--- src/rtl/smb_pkg.sv ---
package smb_pkg;

  // Width of the offset field carried in a byte-mode command.
  localparam int CMD_OFS_W = 5;

  typedef enum logic [2:0] {
    S_IDLE,
    S_ADDR,
    S_CMD,
    S_WCOUNT,
    S_WDATA,
    S_RD,
    S_SKIP
  } smb_state_t;

  // Power-up contents of the control bank; indices past 7 start at zero.
  function automatic logic [7:0] smb_default(input int idx);
    case (idx)
      0:       return 8'h7C;
      1:       return 8'h00;
      2:       return 8'hEB;
      3:       return 8'hBF;
      4:       return 8'h01;
      5:       return 8'h00;
      6:       return 8'h13;
      7:       return 8'h38;
      default: return 8'h00;
    endcase
  endfunction

endpackage

--- src/rtl/smb_line_sync.sv ---
module smb_line_sync #(
  parameter int SYNC_STAGES = 2
) (
  input  logic clk,
  input  logic rst,
  input  logic scl_in,
  input  logic sda_in,
  output logic scl_s,
  output logic sda_s,
  output logic scl_rise,
  output logic scl_fall,
  output logic start_det,
  output logic stop_det
);

  // One extra stage past the synchronizer keeps the previous sample.
  localparam int PIPE_W = SYNC_STAGES + 1;

  logic [PIPE_W-1:0] scl_pipe;
  logic [PIPE_W-1:0] sda_pipe;
  logic              scl_p;
  logic              sda_p;

  // Lines idle high, so reset fills the pipes with ones.
  always_ff @(posedge clk) begin
    if (rst) begin
      scl_pipe <= '1;
      sda_pipe <= '1;
    end else begin
      scl_pipe <= {scl_pipe[PIPE_W-2:0], scl_in};
      sda_pipe <= {sda_pipe[PIPE_W-2:0], sda_in};
    end
  end

  assign scl_s = scl_pipe[SYNC_STAGES-1];
  assign sda_s = sda_pipe[SYNC_STAGES-1];
  assign scl_p = scl_pipe[SYNC_STAGES];
  assign sda_p = sda_pipe[SYNC_STAGES];

  assign scl_rise  = scl_s & ~scl_p;
  assign scl_fall  = ~scl_s & scl_p;
  // An SDA edge while SCL stays high is a bus condition, not data.
  assign start_det = scl_s & scl_p & sda_p & ~sda_s;
  assign stop_det  = scl_s & scl_p & ~sda_p & sda_s;

endmodule

--- src/rtl/smb_reg_bank.sv ---
module smb_reg_bank
  import smb_pkg::*;
#(
  parameter int REG_COUNT = 8,
  parameter int RO_INDEX  = REG_COUNT - 1
) (
  input  logic                   clk,
  input  logic                   rst,
  input  logic                   wr_en,
  input  logic [CMD_OFS_W-1:0]   wr_addr,
  input  logic [7:0]             wr_data,
  input  logic [CMD_OFS_W-1:0]   rd_addr,
  output logic [7:0]             rd_data,
  output logic [REG_COUNT*8-1:0] cfg_flat
);

  localparam int IDX_W = (REG_COUNT > 1) ? $clog2(REG_COUNT) : 1;
  localparam logic [CMD_OFS_W-1:0] ADDR_END = CMD_OFS_W'(REG_COUNT);
  localparam logic [CMD_OFS_W-1:0] RO_ADDR  = CMD_OFS_W'(RO_INDEX);

  logic [7:0] regs [REG_COUNT];
  logic       wr_hit;

  // Writes land only inside the bank and never on the read-only identity byte.
  assign wr_hit = wr_en && (wr_addr < ADDR_END) && (wr_addr != RO_ADDR);

  always_ff @(posedge clk) begin
    if (rst) begin
      for (int i = 0; i < REG_COUNT; i++) regs[i] <= smb_default(i);
    end else if (wr_hit) begin
      regs[wr_addr[IDX_W-1:0]] <= wr_data;
    end
  end

  always_comb begin
    if (rd_addr < ADDR_END) rd_data = regs[rd_addr[IDX_W-1:0]];
    else                    rd_data = 8'h00;
  end

  for (genvar g = 0; g < REG_COUNT; g++) begin : g_export
    assign cfg_flat[g*8 +: 8] = regs[g];
  end

endmodule

--- src/rtl/smb_proto.sv ---
module smb_proto
  import smb_pkg::*;
#(
  parameter int         REG_COUNT = 8,
  parameter logic [6:0] DEV_ADDR  = 7'h69,
  parameter logic [1:0] CHIP_SEL  = 2'b00
) (
  input  logic                 clk,
  input  logic                 rst,
  input  logic                 scl_rise,
  input  logic                 scl_fall,
  input  logic                 sda_s,
  input  logic                 start_det,
  input  logic                 stop_det,
  input  logic [7:0]           rd_data,
  output logic [CMD_OFS_W-1:0] ptr,
  output logic                 wr_en,
  output logic [CMD_OFS_W-1:0] wr_addr,
  output logic [7:0]           wr_data,
  output logic                 sda_oe
);

  localparam logic [CMD_OFS_W-1:0] PTR_END    = CMD_OFS_W'(REG_COUNT);
  localparam logic [7:0]           COUNT_BYTE = 8'(REG_COUNT);

  smb_state_t     st;
  smb_state_t     st_after;
  logic [3:0]     bit_cnt;
  logic           in_ack;
  logic           cnt_pend;
  logic           blk_mode;
  logic [7:0]     rx_sh;
  logic [6:0]     tx_sh;
  logic [7:0]     tx_next;
  logic [CMD_OFS_W-1:0] ptr_inc;
  logic           byte_done;
  logic           addr_hit;
  logic           cs_hit;

  always_comb begin
    // The pointer stops one past the bank so long transfers never wrap back.
    ptr_inc   = (ptr < PTR_END) ? ptr + 1'b1 : ptr;
    tx_next   = cnt_pend ? COUNT_BYTE : rd_data;
    byte_done = scl_fall && !in_ack && (bit_cnt == 4'd8);
    addr_hit  = (rx_sh[7:1] == DEV_ADDR);
    cs_hit    = (rx_sh[6:5] == CHIP_SEL);
  end

  always_ff @(posedge clk) begin
    if (rst) begin
      st       <= S_IDLE;
      st_after <= S_IDLE;
      bit_cnt  <= '0;
      in_ack   <= 1'b0;
      cnt_pend <= 1'b0;
      blk_mode <= 1'b1;
      ptr      <= '0;
      rx_sh    <= '0;
      tx_sh    <= '0;
      wr_en    <= 1'b0;
      wr_addr  <= '0;
      wr_data  <= '0;
      sda_oe   <= 1'b0;
    end else begin
      wr_en <= 1'b0;
      if (start_det || stop_det) begin
        // Any bus condition drops the byte in flight and frees the line.
        st      <= start_det ? S_ADDR : S_IDLE;
        bit_cnt <= '0;
        in_ack  <= 1'b0;
        sda_oe  <= 1'b0;
      end else begin
        case (st)
          S_ADDR, S_CMD, S_WCOUNT, S_WDATA: begin
            if (scl_rise && !in_ack && (bit_cnt != 4'd8)) begin
              rx_sh   <= {rx_sh[6:0], sda_s};
              bit_cnt <= bit_cnt + 4'd1;
            end
            if (byte_done) begin
              if (st == S_ADDR) begin
                if (addr_hit) begin
                  in_ack   <= 1'b1;
                  sda_oe   <= 1'b1;
                  st_after <= rx_sh[0] ? S_RD : S_CMD;
                  cnt_pend <= rx_sh[0] & blk_mode;
                end else begin
                  st <= S_SKIP;
                end
              end else if (st == S_CMD) begin
                if (cs_hit) begin
                  in_ack   <= 1'b1;
                  sda_oe   <= 1'b1;
                  blk_mode <= ~rx_sh[7];
                  ptr      <= rx_sh[7] ? rx_sh[CMD_OFS_W-1:0] : '0;
                  st_after <= rx_sh[7] ? S_WDATA : S_WCOUNT;
                end else begin
                  st <= S_SKIP;
                end
              end else if (st == S_WCOUNT) begin
                in_ack   <= 1'b1;
                sda_oe   <= 1'b1;
                st_after <= S_WDATA;
              end else begin
                in_ack   <= 1'b1;
                sda_oe   <= 1'b1;
                wr_en    <= 1'b1;
                wr_addr  <= ptr;
                wr_data  <= rx_sh;
                ptr      <= ptr_inc;
                st_after <= S_WDATA;
              end
            end else if (scl_fall && in_ack) begin
              in_ack  <= 1'b0;
              bit_cnt <= '0;
              st      <= st_after;
              if (st_after == S_RD) begin
                tx_sh    <= tx_next[6:0];
                sda_oe   <= ~tx_next[7];
                cnt_pend <= 1'b0;
                if (!cnt_pend) ptr <= ptr_inc;
              end else begin
                sda_oe <= 1'b0;
              end
            end
          end
          S_RD: begin
            if (scl_rise) begin
              if (in_ack) begin
                // Host NACK ends the read; stay off the line until the next condition.
                if (sda_s) begin
                  st     <= S_SKIP;
                  in_ack <= 1'b0;
                end
              end else begin
                bit_cnt <= bit_cnt + 4'd1;
              end
            end
            if (scl_fall) begin
              if (in_ack) begin
                tx_sh    <= tx_next[6:0];
                sda_oe   <= ~tx_next[7];
                cnt_pend <= 1'b0;
                if (!cnt_pend) ptr <= ptr_inc;
                in_ack   <= 1'b0;
                bit_cnt  <= '0;
              end else if (bit_cnt == 4'd8) begin
                sda_oe <= 1'b0;
                in_ack <= 1'b1;
              end else begin
                sda_oe <= ~tx_sh[6];
                tx_sh  <= {tx_sh[5:0], 1'b0};
              end
            end
          end
          default: ;
        endcase
      end
    end
  end

endmodule

--- src/rtl/smb_ctl_slave.sv ---
module smb_ctl_slave
  import smb_pkg::*;
#(
  parameter int         REG_COUNT   = 8,
  parameter int         SYNC_STAGES = 2,
  parameter logic [6:0] DEV_ADDR    = 7'h69,
  parameter logic [1:0] CHIP_SEL    = 2'b00,
  parameter int         RO_INDEX    = REG_COUNT - 1
) (
  input  logic                   clk,
  input  logic                   rst,
  input  logic                   scl_in,
  input  logic                   sda_in,
  output logic                   sda_oe,
  output logic [REG_COUNT*8-1:0] cfg_flat
);

  logic                 scl_s;
  logic                 sda_s;
  logic                 scl_rise;
  logic                 scl_fall;
  logic                 start_det;
  logic                 stop_det;
  logic [CMD_OFS_W-1:0] ptr;
  logic                 wr_en;
  logic [CMD_OFS_W-1:0] wr_addr;
  logic [7:0]           wr_data;
  logic [7:0]           rd_data;

  smb_line_sync #(
    .SYNC_STAGES(SYNC_STAGES)
  ) u_sync (
    .clk      (clk),
    .rst      (rst),
    .scl_in   (scl_in),
    .sda_in   (sda_in),
    .scl_s    (scl_s),
    .sda_s    (sda_s),
    .scl_rise (scl_rise),
    .scl_fall (scl_fall),
    .start_det(start_det),
    .stop_det (stop_det)
  );

  smb_proto #(
    .REG_COUNT(REG_COUNT),
    .DEV_ADDR (DEV_ADDR),
    .CHIP_SEL (CHIP_SEL)
  ) u_proto (
    .clk      (clk),
    .rst      (rst),
    .scl_rise (scl_rise),
    .scl_fall (scl_fall),
    .sda_s    (sda_s),
    .start_det(start_det),
    .stop_det (stop_det),
    .rd_data  (rd_data),
    .ptr      (ptr),
    .wr_en    (wr_en),
    .wr_addr  (wr_addr),
    .wr_data  (wr_data),
    .sda_oe   (sda_oe)
  );

  smb_reg_bank #(
    .REG_COUNT(REG_COUNT),
    .RO_INDEX (RO_INDEX)
  ) u_bank (
    .clk     (clk),
    .rst     (rst),
    .wr_en   (wr_en),
    .wr_addr (wr_addr),
    .wr_data (wr_data),
    .rd_addr (ptr),
    .rd_data (rd_data),
    .cfg_flat(cfg_flat)
  );

endmodule

--- config.mk ---
export PLATFORM = sky130hd
export DESIGN_NAME = smb_ctl_slave
export DESIGN_NICKNAME = d
export VERILOG_FILES = /design/src/rtl/smb_pkg.sv /design/src/rtl/smb_line_sync.sv /design/src/rtl/smb_reg_bank.sv /design/src/rtl/smb_proto.sv /design/src/rtl/smb_ctl_slave.sv
export SDC_FILE = /design/constraint.sdc
export NUM_CORES = 1
export LEC_CHECK = 0
export BUFFER_PORTS_ARGS = -buffer_cell sky130_fd_sc_hd__buf_2
export CORE_UTILIZATION = 50
export CTS_CLUSTER_DIAMETER = 80
export DETAILED_ROUTE_END_ITERATION = 10
export PLACE_DENSITY = 0.81
export SETUP_SLACK_MARGIN = 0.05
export SLEW_MARGIN = 20
export SYNTH_ARGS = -nofsm -noshare
export SYNTH_HDL_FRONTEND = slang
export SYNTH_HIERARCHICAL = 1
export SYNTH_SLANG_ARGS = --single-unit
--- constraint.sdc ---
create_clock -name clk -period 2.7 [get_ports clk]
set_input_delay 0.27 -clock clk [delete_from_list [all_inputs] [get_ports clk]]
set_output_delay 0.27 -clock clk [all_outputs]
set_load 0.05 [all_outputs]
---- Word-level counts from Yosys, hierarchy flattened ----
Memory sizes are Yosys's and may differ from the RTL's. A register that Yosys moved wholly into a read port is not among the register bits.
Cells that the tools add are included.
operators by class
  reductions and logical operators ........ 26
  $lt $le $gt $ge ......................... 2
  add/sub/neg operators ................... 2
  bitwise operators ....................... 21
  equality and inequality tests ........... 34
  muxes and demuxes ....................... 94
operator list
  cell                                                   count
  two-way mux 8 bit                                      10
  two-way mux 5 bit                                      12
  two-way mux 3 bit                                      19
  two-way mux 7 bit                                      6
  two-way mux 1 bit                                      33
  two-way mux 4 bit                                      7
  inequality test 5 bit, second input constant           4
  inequality test 4 bit, second input constant           4
  AND reduction 8 bit                                    2
  inequality test 3 x 1 -> 1 bit, second input constant  5
  one-hot mux 7 bit (2 select lines)                     1
  inverter 1 bit                                         13
  AND reduction 6 bit                                    2
  < comparator 5 x 4 -> 1 bit, second input constant     2
  inequality test 2 x 1 -> 1 bit, second input constant  5
  one-hot mux 5 bit (2 select lines)                     1
  AND reduction 5 bit                                    2
  equality test 3 bit, second input constant             3
  inequality test 3 bit, second input constant           3
  AND reduction 9 bit                                    1
  bitwise AND 1 bit                                      8
  one-hot mux 4 bit (2 select lines)                     1
  OR reduction 8 bit                                     1
  equality test 7 bit, second input constant             1
  23 further kinds                                       33
word-level totals
  bits in writable memories ............... 64
  input bits .............................. 4
  logic and storage cells ................. 195
  register bits after elaboration ......... 54
  output and inout port bits .............. 65
  memories kept ........................... 1
memories
  memory       words  bits a word  read ports  clocked after Yosys merged registers in  wr ports  RTL line            text
  u_bank.regs  8      8            9           1                                        8         smb_reg_bank.sv:21  logic [7:0] regs [REG_COUNT];

---- Logic depth before layout (Yosys ltp) ----
Gate-level depths: netlist (run 1).
  word-level depth ........................ 9
  mapped depth ............................ 10

---- Modules after synthesis ----
The synthesis (run 1) kept the hierarchy.
by module, submodules not included
  module         cells an instance  area an instance (sq um)  instances
  smb_reg_bank   227                3045.4                    1
  smb_proto      343                2721.4                    1
  smb_line_sync  16                 190.2                     1

---- Worst setup path after synthesis (run 1) ----
Ideal clock, no wire load.
  path kind ............................... register to register
  start ................................... register u_proto.bit_cnt[0]
  end ..................................... register u_proto.st[2]
  slack ................................... 0.657 ns
  data required time ...................... 2.621 ns
  arrival time ............................ 1.964 ns
  cell stages (with the launch flop) ...... 10
  buffers on the path ..................... 2
  setup time .............................. 0.079 ns
  cell sequence ........................... dfxtp_1 > inv_1 > ha_1 > and3b_1 > buf_2 > nand2_1 > buf_2 > a21oi_1 > or4_1 > o211ai_1
on the way
  longest elaborated chain between the ends .. 5
  elaborated cells on any way between the ends .. 10
  classes of those cells .................. eq/ne (5); mux (3); reduce/logical (2)
ends and longest elaborated chain
  what                                RTL line          text
  start: declaration                  smb_proto.sv:28   logic [3:0] bit_cnt;
  start signal: assignment            smb_proto.sv:77   bit_cnt <= bit_cnt + 4'd1;
  start signal: assignment            smb_proto.sv:135  bit_cnt <= bit_cnt + 4'd1;
  equality test 4 bit (*)             smb_proto.sv:44   byte_done = scl_fall && !in_ack && (bit_cnt == 4'd8);
  logical AND 1 bit (*)               smb_proto.sv:44
  two-way mux 3 bit                   smb_proto.sv:79   if (byte_done) begin
  one-hot mux 3 bit (2 select lines)  smb_proto.sv:73   case (st)
  two-way mux 3 bit                   smb_proto.sv:66   if (start_det || stop_det) begin
  end signal: assignment              smb_proto.sv:68   st <= start_det ? S_ADDR : S_IDLE;
  end signal: assignment              smb_proto.sv:115  st <= st_after;
  end: declaration                    smb_proto.sv:26   smb_state_t st;
Mark *: on every way between the ends. The rest lies on a longest branch, timed or not.
A chain may end at the register's enable or synchronous reset.

---- Worst setup path after layout (run 1) ----
  start ................................... register u_proto.bit_cnt[0]
  end ..................................... register u_proto.st[1]
Same word-level chain as after synthesis.

==> impl_metrics.env, run 1 <==
export IMPL_outcome="finished with violations"
export IMPL_violations="design-rule violations"
export IMPL_worstSetupStartpointType="flip-flop"
export IMPL_synth_cells=586
export IMPL_drt_iter0_drc=537
export IMPL_timing_rr_end="u_proto/st[1]"
export IMPL_die_w_microns=111.2
export IMPL_yosysMostFrequentCell="edfxtp_1"
export IMPL_worst_pin_slew_ns=0.6576
export IMPL_clkSlewWorstSetupHoldPaths_ns=0.05
export IMPL_cp_top_family="simple AND/OR/NAND/NOR gates"
export IMPL_die_h_microns=111.2
export IMPL_portBuffers=68
export IMPL_setup_violations=0
export IMPL_grt_pass1_vias=4736
export IMPL_max_cap_violations=0
export IMPL_rows=39
export IMPL_cp_num_buf_inv=1
export IMPL_clk_path_buf_depth=2
export IMPL_gr_total_overflow=0
export IMPL_cts_tree="yes"
export IMPL_ys_ff_latch=118
export IMPL_cts_sinks=118
export IMPL_min_to="u_sync/scl_pipe[0]"
export IMPL_final_cell_area_sq_um=7042
export IMPL_fin_tns_setup_ns=0
export IMPL_dpl_instance_area_sq_um=6460
export IMPL_crit_chain="inv_1 > ha_1 > and3b_1 > nand2_1 > a21oi_1 > or4_1 > o211ai_1"
export IMPL_yosys_top_cells_count="edfxtp_1 (64), nor2_1 (56), nand2_1 (55)"
export IMPL_min_delay_path_depth=2
export IMPL_dr_pass1_iters=8
export IMPL_syn_cell_area_sq_um=5957
export IMPL_grt_max_degree=41
export IMPL_grt_pass1_wl_mm=24.82
export IMPL_num_vias=4964
export IMPL_leakage_nw=2.483
export IMPL_drive_above_1_share_pct=20.03
export IMPL_arrival_ns=2.75
export IMPL_finalClockSkew_ns=0.009742
export IMPL_end_kind="flip-flop"
export IMPL_start_util_pct=51.73
export IMPL_fmax_mhz=413.3
export IMPL_min_period_over_period_pct=89.60
export IMPL_regToRegSetupSlack_ns=0.28
export IMPL_gp_congestion=0.9166
export IMPL_yosys_area_top_type_share_pct=32.26
export IMPL_slew_headroom_pct=56.10
export IMPL_num_nets_final=669
export IMPL_path_class="flip-flop to flip-flop"
export IMPL_rsz0062_at_grt="no"
export IMPL_hp_class="primary input to flip-flop"
export IMPL_cts_root_buf="clkbuf_16"
export IMPL_ys_flop_type="edfxtp_1"
export IMPL_worstPathRequired_ns=3.03
export IMPL_cts_setup_buffers=0
export IMPL_synth_edf_count=64
export IMPL_ys_top_cells_by_area="edfxtp_1 (32%), dfxtp_1 (18%), mux2i_1 (7.2%), nor2_1 (3.5%), nand2_1 (3.5%)"
export IMPL_cts_resized_gates=0
export IMPL_ios=69
export IMPL_hpwl_mm=10.97
export IMPL_wl_mm=15.48
export IMPL_clkLatencyLatePin_ns=0.42
export IMPL_antenna_found_initial=0
export IMPL_grt_util_all_layers_pct=26.36
export IMPL_yosys_warnings=6
export IMPL_ys_types=72
export IMPL_die_area_sq_um=12350
export IMPL_detail_route_antenna_nets=0
export IMPL_synth_seq_area_share_pct=50.41
export IMPL_ff2ff_path_depth=7
export IMPL_crit_path_max_fanout=11
export IMPL_hold_viol=0
export IMPL_fp_coreArea_sq_um=11520
export IMPL_r2r_start="u_proto/bit_cnt[0]"
export IMPL_report_final_slew_viol_count=0
export IMPL_htreeDepth=4
export IMPL_numCtsBuffers=17
export IMPL_remaining_drc_errors=6
export IMPL_avgSynthCellArea_sq_um=10.17
export IMPL_syn2layout_area_growth_pct=18.21
export IMPL_ir_worst_vdd_mv=0.3728
export IMPL_finalCriticalPeriod_ns=2.419
export IMPL_p_per_area_nw_per_um2=678.2
export IMPL_wl_per_cell_microns=18.95
export IMPL_antennaDiodeCount=0
export IMPL_hold_buffers=0
export IMPL_synthArstFlopShare_pct=0
export IMPL_synth_largest_area_cell="edfxtp_1"
export IMPL_cpMaxStageDelayCell="or4_1"
export IMPL_max_stage_delay_ns=0.61
export IMPL_routed_via_density=6.076
export IMPL_hold_start="scl_in"
[routing by layer]
| layer | wire (microns) | GRT usage (%) | part of all wire (%) |
|---|---|---|---|
| met4 | 342 | 12.16 | 2.2 |
| met2 | 7246 | 41.01 | 47 |
| met1 | 6504 | 34.73 | 42 |
| met3 | 1388 | 6.452 | 9.0 |
| met5 | 0 | 0 | 0 |
[power breakdown]
group	switching, mW	internal [mW]	total, mW
registers	0.0613	1.97	2.03
logic	0.387	0.141	0.528
clock network	0.755	1.46	2.21
[registers in the layout, summed over array words and instances (netlist names)]
register,cells
u_bank/regs,64
u_proto/blk_mode,1
u_sync/sda_pipe,3
u_proto/sda_oe,1
u_proto/st_after,3
u_proto/wr_en,1
u_proto/ptr,5
u_proto/bit_cnt,4
u_proto/in_ack,1
u_sync/scl_pipe,3
u_proto/tx_sh,7
u_proto/st,3
u_proto/wr_data,8
u_proto/cnt_pend,1
u_proto/wr_addr,5
u_proto/rx_sh,8
[cells in the final DEF (no fill, tap or decap), types with 7 or more instances in the layout]
| cell | netlist | final |
|---|---|---|
| nor3b_1 | 9 | 9 |
| nor2_1 | 56 | 56 |
| o21ai_0 | 10 | 10 |
| conb_1 | 2 | 8 |
| nand4_1 | 7 | 7 |
| o211ai_1 | 9 | 9 |
| nand2_1 | 55 | 55 |
| and2_1 | 11 | 11 |
| dfxtp_1 | 54 | 53 |
| clkbuf_16 | 0 | 17 |
| nand3_1 | 12 | 12 |
| nor3_1 | 25 | 25 |
| buf_4 | 3 | 18 |
| edfxtp_1 | 64 | 64 |
| mux2i_1 | 43 | 43 |
| a21oi_1 | 30 | 30 |
| buf_2 | 9 | 68 |
| inv_1 | 11 | 11 |
| nand2b_1 | 17 | 17 |
| a211oi_1 | 9 | 9 |
| or2_1 | 18 | 18 |
| nor2b_1 | 15 | 15 |
| a22o_1 | 16 | 16 |
[stage by stage]
stage / setup slack [ns] / instances / utilization [%] / hold slack [ns] / power (mW)
floorplan: 0.6570 / 592 / - / 0.3671 / 2.459
global placement: 0.4733 / 786 / 56.10 / 0.3859 / 2.574
detailed placement: 0.3580 / 786 / 56.10 / 0.4001 / 2.586
CTS: 0.3478 / 817 / 61.15 / 0.01337 / 4.800
global route: 0.09219 / 817 / 61.15 / 0.02256 / 4.927
finish: 0.2807 / 817 / 61.15 / 0.03109 / 4.775
[worst max path at each step]
| stage | startpoint | end | slack [ns] | cells after the start |
|---|---|---|---|---|
| floorplan | u_proto/bit_cnt[0] | u_proto/st[2] | 0.66 | 9 |
| global placement | u_proto/st[0] | u_proto/bit_cnt[2] | 0.47 | 5 |
| detailed placement | u_proto/bit_cnt[0] | u_proto/st[2] | 0.36 | 7 |
| CTS | u_proto/bit_cnt[0] | u_proto/st[2] | 0.35 | 7 |
| global route | u_sync/scl_pipe[2] | u_proto/st[1] | 0.09 | 6 |
| finish | u_proto/bit_cnt[0] | u_proto/st[1] | 0.28 | 7 |
[cells by family after synthesis]
logic type	share of synthesized area, %
AOI/OAI and AO/OA	13.23
xor gates and xnor gates	0.1471
adders and majority gates	0.6302
buffers and inverters	4.033
DFF	50.41
muxes	7.414
other	0.1261
and+or+nand+nor	24.01
[final cells by class]
cell class / instances / area, sq um
clock buffer: 21 / 450.4
inverter: 12 / 45.04
clock inverter: 10 / 131.4
fill: 925 / 4474
sequential: 118 / 3004
multi-input combinational: 426 / 2736
tap: 143 / 178.9
timing repair buffer: 87 / 495.5
Note: power is estimated with default switching activity, not from simulation.
==> inputs of run 2 (changes only) <==
--- a/config.mk
+++ b/config.mk
@@ -6,13 +6,14 @@
 export NUM_CORES = 1
 export LEC_CHECK = 0
 export BUFFER_PORTS_ARGS = -buffer_cell sky130_fd_sc_hd__buf_2
-export CORE_UTILIZATION = 50
+export CORE_UTILIZATION = 25
 export CTS_CLUSTER_DIAMETER = 80
 export DETAILED_ROUTE_END_ITERATION = 10
-export PLACE_DENSITY = 0.81
+export PLACE_DENSITY = 0.52
 export SETUP_SLACK_MARGIN = 0.05
 export SLEW_MARGIN = 20
 export SYNTH_ARGS = -nofsm -noshare
 export SYNTH_HDL_FRONTEND = slang
 export SYNTH_HIERARCHICAL = 1
 export SYNTH_SLANG_ARGS = --single-unit
+export TNS_END_PERCENT = 5
==> constraint.sdc (replaced) <==
create_clock -name clk -period 3.05 [get_ports clk]
set_input_delay 0.305 -clock clk [delete_from_list [all_inputs] [get_ports clk]]
set_output_delay 0.305 -clock clk [all_outputs]
set_load 0.05 [all_outputs]
==> impl_metrics.env, run 2 (synthesized netlist as in run 1, its figures left out) <==
export IMPL_largest_register="u_bank/regs"
export IMPL_drive_above_1_share_pct=19.94
export IMPL_detail_route_antenna_nets=0
export IMPL_hp_class="primary input to flip-flop"
export IMPL_grt_max_degree=28
export IMPL_clkLatencyLatePin_ns=0.42
export IMPL_cts_sinks=118
export IMPL_grt_pass1_vias=4421
export IMPL_gp_congestion=0.8145
export IMPL_multi_input_area_sq_um=2743
export IMPL_seq_power_share_pct=41.7
export IMPL_fp_coreArea_sq_um=23400
export IMPL_dr_pass1_iters=7
export IMPL_finalCriticalPeriod_ns=2.517
export IMPL_wl_per_cell_microns=16.41
export IMPL_die_w_microns=156.4
export IMPL_cts_resized_gates=0
export IMPL_crit_path_max_fanout=22
export IMPL_die_area_sq_um=24450
export IMPL_crit_chain="or3_1 > nand2_1 > a2111oi_1 > a221o_1 > a21oi_1"
export IMPL_hold_buffers=0
export IMPL_largest_reg_flops=64
export IMPL_mostFrequentLayoutCell="buf_2"
export IMPL_syn2layout_area_growth_pct=21.19
export IMPL_slew_headroom_pct=49.27
export IMPL_wl_mm=16.18
export IMPL_leakage_nw=2.446
export IMPL_remaining_drc_errors=0
export IMPL_antennaDiodeCount=0
export IMPL_grt_util_all_layers_pct=13.62
export IMPL_ios=69
export IMPL_p_total_mw=4.315
export IMPL_finalClockSkew_ns=0.01074
export IMPL_timing_rr_end="u_proto/st[0]"
export IMPL_r2r_start="u_proto/st[2]"
export IMPL_p_int_mw=3.103
export IMPL_power_switching_mw=1.212
export IMPL_setup_violations=0
export IMPL_final_cell_mix="buf_2 (68), edfxtp_1 (64), nor2_1 (56), nand2_1 (55), dfxtp_1 (53)"
export IMPL_regToRegSetupSlack_ns=0.53
export IMPL_fillers=2493
export IMPL_gr_total_overflow=0
export IMPL_hold_start="sda_in"
export IMPL_fin_tns_setup_ns=0
export IMPL_report_final_slew_viol_count=0
export IMPL_routed_via_density=4.703
export IMPL_num_nets_final=661
export IMPL_cts_tree="yes"
export IMPL_max_cap_violations=0
export IMPL_hpwl_mm=11.83
export IMPL_max_stage_delay_ns=0.79
export IMPL_fin_util_pct=30.85
export IMPL_p_per_area_nw_per_um2=597.7
export IMPL_outcome="complete, no violations"
export IMPL_worst_pin_slew_ns=0.7591
export IMPL_rows=56
export IMPL_rsz0062_at_grt="no"
export IMPL_place_inst=954
export IMPL_clkSlewWorstSetupHoldPaths_ns=0.06
export IMPL_numCtsBuffers=17
export IMPL_num_vias=4637
export IMPL_fmax_mhz=397.3
export IMPL_arrival_ns=2.82
export IMPL_path_class="flip-flop to flip-flop"
export IMPL_cts_root_buf="clkbuf_16"
export IMPL_htreeDepth=4
export IMPL_top_regs="u_bank/regs (64), u_proto/rx_sh (8), u_proto/wr_data (8)"
export IMPL_drt_iter0_drc=332
export IMPL_p_clk_share_pct=47.7
export IMPL_regArea_sq_um=3004
export IMPL_die_h_microns=156.4
export IMPL_cts_setup_buffers=0
export IMPL_min_period_over_period_pct=82.53
export IMPL_hold_viol=0
export IMPL_portBuffers=68
export IMPL_start_util_pct=25.45
export IMPL_swShare_pct=28.08
export IMPL_ff2ff_path_depth=5
export IMPL_cpMaxStageDelayCell="dfxtp_1"
export IMPL_worstSetupStartpointType="flip-flop"
export IMPL_fin_cells=986
export IMPL_worstPathRequired_ns=3.35
export IMPL_antenna_found_initial=0
export IMPL_clk_path_buf_depth=2
export IMPL_min_delay_path_depth=2
export IMPL_min_to="u_sync/sda_pipe[0]"
export IMPL_combPwrFrac_pct=10.6
export IMPL_ir_worst_vdd_mv=0.3920
export IMPL_grt_pass1_wl_mm=25.11
export IMPL_end_kind="flip-flop"
==> run 2: power groups by stage <==
stage / logic [mW] / registers, mW / clock network, mW
final: 0.458 / 1.80 / 2.06
after floorplan: 0.197 / 1.98 / 0
after global placement: 0.458 / 1.83 / 0
after detailed placement: 0.456 / 1.83 / 0
after global routing: 0.491 / 1.81 / 2.16
after CTS: 0.458 / 1.80 / 2.09
==> run 2: cell type report <==
type / instances / share of cell area, %
clock buffer: 17 / 5.893
timing repair buffer: 79 / 5.858
multi-input combinational: 426 / 37.99
clock inverter: 15 / 2.496
inverter: 12 / 0.6239
sequential: 118 / 41.61
tap: 319 / 5.529
==> run 2: layer usage <==
metal  vias to the layer above  global-route usage (%)  part of all wire, %
met5                         -                       0                    0
met2                       111                   22.05                   47
met1                      2240                   18.16                   47
li1                       2273                       -                    -
met4                         0                   4.062                  1.0
met3                        13                   2.825                  4.3
==> run 2: worst max-delay path: cells and delay by family, from the launching register on <==
family,cells,cell delay [ns]
AND/OR/NAND/NOR,2,0.55
flip-flops,1,0.79
AO/OA/AOI/OAI,3,1.07
==> run 2: how the worst max path moves through the flow <==
| stage | start | endpoint | cells past startpoint |
|---|---|---|---|
| floorplan | u_proto/bit_cnt[0] | u_proto/st[2] | 9 |
| global placement | u_proto/st[2] | u_proto/st[0] | 5 |
| detailed placement | u_proto/st[2] | u_proto/st[0] | 5 |
| CTS | u_proto/st[2] | u_proto/st[0] | 5 |
| global route | u_proto/st[2] | u_proto/st[0] | 5 |
| finish | u_proto/st[2] | u_proto/st[0] | 5 |
==> run 2: per-stage QoR <==
stage               cell area, sq um  hold slack [ns]  setup slack (ns)
floorplan                       5979           0.3832             1.007
global placement                6614           0.3866            0.6419
detailed placement              6614           0.3871            0.6124
CTS                             7219          0.05137            0.6002
global route                    7219          0.05898            0.3407
finish                          7219          0.06651            0.5328
